$ cat src/rtl/pcmrx_pkg.sv
package pcmrx_pkg;

    typedef enum logic [1:0] {
        FMT_I2S = 2'b00,
        FMT_RJ  = 2'b01,
        FMT_LJ  = 2'b10,
        FMT_DSP = 2'b11
    } fmt_e;

    // word length in bits for a length code
    function automatic int word_bits(input logic [1:0] code);
        case (code)
            2'b00:   return 16;
            2'b01:   return 20;
            default: return 24;
        endcase
    endfunction

endpackage

$ cat src/rtl/pcmrx_fmt_pick.sv
module pcmrx_fmt_pick
    import pcmrx_pkg::*;
(
    input  logic [1:0] pin_code,
    input  logic [1:0] reg_code,
    input  logic       use_reg,
    output fmt_e       fmt
);
    always_comb begin
        fmt = fmt_e'(use_reg ? reg_code : pin_code);
    end
endmodule

$ cat src/rtl/pcmrx_sext.sv
module pcmrx_sext #(
    parameter int OUT_W = 24,
    parameter int CW    = $clog2(OUT_W + 1)
) (
    input  logic [OUT_W-1:0] raw,
    input  logic [CW-1:0]    len,
    output logic [OUT_W-1:0] word
);
    logic sign_bit;

    always_comb begin
        sign_bit = raw[int'(len) - 1];
    end

    for (genvar i = 0; i < OUT_W; i++) begin : g_bit
        assign word[i] = (i < int'(len)) ? raw[i] : sign_bit;
    end
endmodule

$ cat src/rtl/pcmrx_top.sv
module pcmrx_top
    import pcmrx_pkg::*;
#(
    parameter int OUT_W = 24
) (
    input  logic             bclk,
    input  logic             rst_n,
    input  logic             lrclk,
    input  logic             sdata,
    input  logic [1:0]       fmt_pin,
    input  logic [1:0]       fmt_reg,
    input  logic             fmt_from_reg,
    input  logic [1:0]       wlen_sel,
    output logic [OUT_W-1:0] left_word,
    output logic [OUT_W-1:0] right_word,
    output logic             frame_valid
);
    localparam int CW = $clog2(OUT_W + 1);

    typedef struct packed {
        logic             lr_prev;
        logic             arm;
        logic             arm_left;
        logic             busy;
        logic             cur_left;
        logic [CW-1:0]    cnt;
        logic [OUT_W-1:0] acc;
        logic [OUT_W-1:0] sh;
        logic             have_left;
        logic [OUT_W-1:0] left;
        logic [OUT_W-1:0] right;
        logic             valid;
    } st_t;

    st_t st_d, st_q;

    fmt_e             fmt;
    logic [CW-1:0]    wl;
    logic             lr_edge;
    logic             dlv_en;
    logic             dlv_left;
    logic [OUT_W-1:0] dlv_raw;
    logic [OUT_W-1:0] dlv_word;

    pcmrx_fmt_pick u_pick (
        .pin_code (fmt_pin),
        .reg_code (fmt_reg),
        .use_reg  (fmt_from_reg),
        .fmt      (fmt)
    );

    assign wl      = CW'(word_bits(wlen_sel));
    assign lr_edge = lrclk ^ st_q.lr_prev;

    // which word, if any, completes this cycle
    always_comb begin
        dlv_en   = 1'b0;
        dlv_left = 1'b0;
        dlv_raw  = {st_q.acc[OUT_W-2:0], sdata};
        if (fmt == FMT_RJ) begin
            dlv_en   = lr_edge;
            dlv_left = ~lrclk;
            dlv_raw  = st_q.sh;
        end else if (st_q.busy && (st_q.cnt + CW'(1) >= wl)) begin
            dlv_en   = 1'b1;
            dlv_left = st_q.cur_left;
        end
    end

    pcmrx_sext #(.OUT_W(OUT_W), .CW(CW)) u_sext (
        .raw  (dlv_raw),
        .len  (wl),
        .word (dlv_word)
    );

    always_comb begin
        logic start;
        logic start_left;
        st_d         = st_q;
        st_d.valid   = 1'b0;
        st_d.arm     = 1'b0;
        st_d.lr_prev = lrclk;
        st_d.sh      = {st_q.sh[OUT_W-2:0], sdata};
        start        = 1'b0;
        start_left   = 1'b0;

        if (st_q.busy) begin
            st_d.acc = {st_q.acc[OUT_W-2:0], sdata};
            st_d.cnt = st_q.cnt + CW'(1);
            if (st_q.cnt + CW'(1) >= wl) begin
                st_d.busy = 1'b0;
                if (fmt == FMT_DSP && st_q.cur_left) begin
                    st_d.arm      = 1'b1;
                    st_d.arm_left = 1'b0;
                end
            end
        end

        case (fmt)
            FMT_I2S: begin
                if (lr_edge) begin
                    st_d.arm      = 1'b1;
                    st_d.arm_left = ~lrclk;
                    st_d.busy     = 1'b0;
                end
                if (st_q.arm) begin
                    start      = 1'b1;
                    start_left = st_q.arm_left;
                end
            end
            FMT_LJ: begin
                if (lr_edge) begin
                    start      = 1'b1;
                    start_left = lrclk;
                end
            end
            FMT_DSP: begin
                if (lr_edge && lrclk) begin
                    st_d.arm      = 1'b1;
                    st_d.arm_left = 1'b1;
                    st_d.busy     = 1'b0;
                end
                if (st_q.arm) begin
                    start      = 1'b1;
                    start_left = st_q.arm_left;
                end
            end
            default: begin
                st_d.busy = 1'b0;
            end
        endcase

        if (start) begin
            st_d.busy     = 1'b1;
            st_d.cur_left = start_left;
            st_d.acc      = {{(OUT_W-1){1'b0}}, sdata};
            st_d.cnt      = CW'(1);
        end

        if (dlv_en) begin
            if (dlv_left) begin
                st_d.left      = dlv_word;
                st_d.have_left = 1'b1;
            end else begin
                st_d.right = dlv_word;
                if (st_q.have_left) begin
                    st_d.valid     = 1'b1;
                    st_d.have_left = 1'b0;
                end
            end
        end
    end

    always_ff @(posedge bclk or negedge rst_n) begin
        if (!rst_n) st_q <= '0;
        else        st_q <= st_d;
    end

    assign left_word   = st_q.left;
    assign right_word  = st_q.right;
    assign frame_valid = st_q.valid;

    // clean state straight after reset release
    assert_reset_clear_R1: assert property (@(posedge bclk) disable iff (!rst_n)
        $rose(rst_n) |-> (!frame_valid && left_word == '0 && right_word == '0));

    // a word in progress never runs past the configured length
    assert_cnt_bound_R2: assert property (@(posedge bclk) disable iff (!rst_n)
        (st_q.busy && $stable(wlen_sel)) |-> (st_q.cnt < wl));

    // strobe lasts a single cycle
    assert_valid_pulse_R8: assert property (@(posedge bclk) disable iff (!rst_n)
        frame_valid |=> !frame_valid);

    // LSB-aligned frames complete only on a rising frame-clock change
    assert_rj_edge_R6: assert property (@(posedge bclk) disable iff (!rst_n)
        (frame_valid && $past(fmt) == FMT_RJ)
        |-> ($past(lrclk) && !$past(lrclk, 2)));
endmodule

$ cat config.mk
export PLATFORM = sky130hd
export DESIGN_NAME = pcmrx_top
export DESIGN_NICKNAME = d
export VERILOG_FILES = /design/src/rtl/pcmrx_pkg.sv /design/src/rtl/pcmrx_fmt_pick.sv /design/src/rtl/pcmrx_sext.sv /design/src/rtl/pcmrx_top.sv
export SDC_FILE = /design/constraint.sdc
export NUM_CORES = 1
export LEC_CHECK = 0
export CAP_MARGIN = 20
export CORE_ASPECT_RATIO = 1.4
export CORE_MARGIN = 3
export CORE_UTILIZATION = 31
export DETAILED_ROUTE_END_ITERATION = 10
export DONT_BUFFER_PORTS = 1
export HOLD_SLACK_MARGIN = 0.03
export SYNTH_ARGS = -nofsm -noshare
export SYNTH_HDL_FRONTEND = slang
export SYNTH_SLANG_ARGS = --single-unit
$ cat constraint.sdc
create_clock -name bclk -period 6.1 [get_ports bclk]
set_input_delay 0.305 -clock bclk [delete_from_list [all_inputs] [get_ports bclk]]
set_output_delay 0.305 -clock bclk [all_outputs]
set_load 0.1 [all_outputs]
Yosys cells after proc, flatten, opt, wreduce, memory -nomap -nowiden
Index checks and enable logic that the tools add are counted.

word-level totals
  output and inout port bits = 49
  flip-flop bits (word level) = 107
  word-level logic and storage cells = 109

cells by class
  mux-type cells = 53
  bitwise operators = 3
  equality and inequality tests = 4
  reduce and logical (&&, ||, !) cells = 9
  $lt $le $gt $ge = 26
  add/subtract/negate cells = 2

operator list
  cell                   number
  $lt A4 B5 Y1 const A   8
  $lt A5 B5 Y1 const A   8
  $mux W1                38
  $lt A32 B7 Y1 const B  1
  $mux W31               1
  $mux W29               1
  $mux W24               1
  $lt A3 B5 Y1 const A   4
  $mux W3                4
  $lt A1 B5 Y1 const A   2
  $lt A2 B5 Y1 const A   2
  $pmux W4 S2            1
  $sub A5 B1 Y6 const B  1
  $add A5 B1 Y5 const B  1
  $bmux W1 S5            1
  $ge A5 B5 Y1           1
  $eq A2 B1 Y1 const B   2
  $eq A2 B2 Y1 const B   2
  $logic_not A2 Y1       2
  $mux W2                2
  $pmux W1 S2            2
  $pmux W2 S2            1
  $reduce_and A2 Y1      2
  $logic_and A1 B1 Y1    3
  5 further kinds        6

Depth between registers and ports, before layout
  depth after elaboration = 9
  gate-level depth with buffers = 9

Hierarchy
From an unflattened synthesis, not the netlist that was laid out.

unflattened totals
  cell total of the unflattened synthesis = 480
  area, all modules = 5626.6 um^2

modules (own cells, without submodules)
  module          times used  cells an instance  area each (um^2)  sequential area each (um^2)
  pcmrx_top       1           358                4767.1            2677.6
  pcmrx_sext      1           120                837.1             0.0
  pcmrx_fmt_pick  1           2                  22.5              0.0

Least setup slack after synthesis
No wires, ideal clock.

  kind = register to register
  from = reg st_q[98] (netlist name)
  to = reg st_q (netlist bit right_word[10])
  arrival = 2.222 ns
  clock period less this slack = 2.347 ns
  cell stages (with the launch flop) = 9
  data required time = 5.975 ns
  path buffers = 1
  library setup time = 0.125 ns
  slack = 3.753 ns
  cells stage by stage = dfrtp_1 -> ha_1 -> xnor2_1 -> ha_1 -> a21bo_2 -> a21oi_2 -> o31ai_4 -> buf_6 -> mux2_4

on the way
  word-level cells in the longest chain between the ends = 7
  elaborated cells on any way between the ends = 9

ends and longest elaborated chain
  item                           line              RTL
  start, declared                pcmrx_top.sv:35   st_t st_d, st_q;
  start signal, assigned         pcmrx_top.sv:156  else st_q <= st_d;
  $add A5 B1 Y5 *                pcmrx_top.sv:64   end else if (st_q.busy && (st_q.cnt + CW'(1) >= wl)) begin
  $ge A5 B5 Y1 *                 pcmrx_top.sv:64
  $logic_and A1 B1 Y1 *          pcmrx_top.sv:64
  $mux W1                        pcmrx_top.sv:64
  $mux W1                        pcmrx_top.sv:60   if (fmt == FMT_RJ) begin
  $not A1 Y1 (no line)           -
  $reduce_and A2 Y1 (no line) *  -

Every way passes the cells marked *; elsewhere a longest branch is shown, timed or not.
A chain may end at the register's enable or synchronous reset.

Worst setup path after layout
  from = reg st_q[104] (netlist name)
  to = reg st_q (netlist bit right_word[23])

on the way
  word-level cells in the longest chain between the ends = 5
  elaborated cells on any way between the ends = 7

ends and longest elaborated chain
  item                           line
  $logic_and A1 B1 Y1 *          pcmrx_top.sv:64
  $mux W1                        pcmrx_top.sv:64
  $mux W1                        pcmrx_top.sv:60
  $not A1 Y1 (no line)           -
  $reduce_and A2 Y1 (no line) *  -

Marked as above.

==> results.cfg <==
[outcome]
outcome = finished, final reports clean

[global_route]
grtUsageMet3 = 0.0373
grt_pass1_wl_mm = 14.4
grt.busiest_layer = met2
grt_pass1_vias = 2543
grt_antenna_before_repair = 0
met1_usage = 0.132
grt-ovfl-total = 0
track_usage = 0.104
grt.met2_usage = 0.168
grt_max_degree = 108

[clock_tree]
clk_latency_ns = 0.34
cts_tree = yes
ctsHoldBuffers = 4
cts_setup_buffers = 0
ctsResizeCount = 0
cts_root_buf = clkbuf_16
htreeDepth = 3
cts_buffers = 9
cts.path.max_buffers = 2
clock_sinks = 107
cts.reportedPaths.clkPinSlew_ns = 0.07

[cells_and_area]
multiInputGateArea_um2 = 1820
num-fill-cells = 1567
diodes = 0
drive_gt1_frac = 0.286
regArea_um2 = 2680
final_nets = 347
area_growth_pct = 3.25

[synth]
synth.distinct_cells = 36
synthTopCellsByArea = dfrtp_1 (54%), mux2_4 (11%), buf_4 (7.2%), mux2i_1 (6.4%), mux2_2 (6.3%)
avgSynthCellArea_um2 = 13.5
ys_seq_area_frac = 0.538
synth_top_area_share = 0.538
ys_ff_latch = 107
netlist_instances = 369
synthesis.area_um2 = 4970
synth_top_area_cell = dfrtp_1
synth_nets = 389
yosys_warnings = 0

[timing]
finalMaxSlewViolations = 0
fin_worst_skew_ns = 0.00727
hold_viol = 0
setup_tns_ns = 0
rsz0062_at_grt = no
setup_violations = 0
fin_crit_sh = 0.540
slew_headroom = 0.379
fmax_ghz = 0.303
min_period_ns = 3.30
tightest_slew_ns = 0.931

[min_path]
hold_class = in2reg

[critical_path]
worstSetupStartpointType = flop
cp.required_ns = 6.32
arrival_ns = 3.52
crit_type = reg2reg
critical_path_peak_fanout = 16
crit_path_end_kind = flop

[floorplan]
core_um2 = 15700
die_area_um2 = 17600
start_util = 0.317
dieHeight_um = 156
io_pins = 60
rows = 54
die_w_um = 113

[placed_design]
gp_congestion = 0.716
portBuffers = 0
dp.final_hpwl_mm = 5.75

[routing]
wl_mm = 8.61
drt_iter0_drc = 139
dr.pass1.iters = 4
avgViaCountPerCell = 4.55
wl_per_cell_um = 16.3
remaining_drc_errors = 0
ant_nets = 0
vias = 2400

[flow_run]
max_cap_viol_count = 0
## stage by stage
step / util / hold WS (ns) / instances / cell area, um2 / setup WS (ns)
finish: 0.328 / 0.112 / 528 / 5130 / 2.80
global placement: 0.307 / 0.0154 / 508 / 4810 / 2.78
floorplan: - / 0.00941 / 369 / 4970 / 3.75
global route: 0.328 / 0.0953 / 528 / 5130 / 2.63
detailed placement: 0.307 / 0.0172 / 508 / 4810 / 2.69
CTS: 0.328 / 0.0897 / 528 / 5130 / 2.78
## layout make-up
cell class,instances,area share
Clock buffer,10,0.0446
Clock inverter,6,0.00828
Inverter,7,0.00512
Multi-Input combinational cell,193,0.354
Sequential cell,107,0.521
Tap cell,196,0.0478
Timing Repair Buffer,9,0.0185
## metal layers
metal	part of all wire	vias up
li1	-	1130
met1	0.44	1221
met2	0.50	44
met3	0.052	5
met4	0.0080	0
met5	0	-
## cells in the mapped netlist
library cell	n
nor2b_1	2
mux2i_1	32
a21bo_2	1
and2_1	1
or2_2	2
a21oi_2	1
o32ai_4	1
buf_1	2
buf_2	3
nor3_1	1
mux2_2	28
o21ai_0	9
nand3b_1	1
buf_4	48
ha_1	9
a21oi_1	4
xor2_1	4
a211o_1	1
nand2_1	7
nand4_1	2
nand2b_1	5
o2bb2ai_1	1
or3_2	1
inv_1	7
xnor2_1	3
a32oi_1	1
dfrtp_1	107
mux2_4	38
nor2_1	31
a221oi_1	1
buf_6	5
a22oi_1	1
nand3_1	3
o31ai_1	1
clkbuf_1	4
o31ai_4	1
## logic make-up after synthesis
logic type / Yosys count / synth area share
AO/OA/AOI/OAI: 23 / 0.0367
multiplexers: 98 / 0.243
XOR/XNOR: 7 / 0.0123
AND/OR/NAND/NOR: 56 / 0.0508
flip-flops: 107 / 0.538
buffers and inverters: 69 / 0.0966
adder cells (fa/ha/maj): 9 / 0.0226
## state kept, by name (all words and copies together) (netlist names)
| register | count |
|---|---|
| st_q | 35 |
| left_word | 24 |
| right_word | 24 |
| st_d | 23 |
| frame_valid | 1 |
## path summary, 6_finish.rpt
path | start | endpoint | slack (ns) | cells after the start
worst min register to register | st_d[61] | st_d[62] | 0.37 | 0
max in group asynchronous | rst_n | left_word[13] | 5.14 | 2
worst min-delay path | sdata | st_q[74] | 0.11 | 1
min in group asynchronous | rst_n | frame_valid | 0.55 | 2
worst max register to register | st_q[104] | right_word[23] | 2.80 | 6
worst max-delay path | st_q[104] | right_word[23] | 2.80 | 6
## critical path: stages, from the launching register on
cell	delay (ns)
dfrtp_1	0.84
buf_4	0.38
nand2b_1	0.13
or2_2	0.31
o31ai_4	0.70
buf_4	0.44
mux2_2	0.37
## cells in the final DEF, fill, tap and decap left out, types with 3 or more instances in the layout
cell type and n:
a21oi_1 3, buf_4 5, clkbuf_16 9, dfrtp_1 107, dlygate4sd3_1 3, ha_1 9
inv_1 7, mux2_2 28, mux2_4 38, mux2i_1 32, nand2_1 7, nand2b_1 5
nand3_1 3, nor2_1 31, o21ai_0 9, xnor2_1 3, xor2_1 4
Power is left out: the tool's default activity adds up to more than one toggle a clock period on the data nets, which glitch-free logic cannot reach.
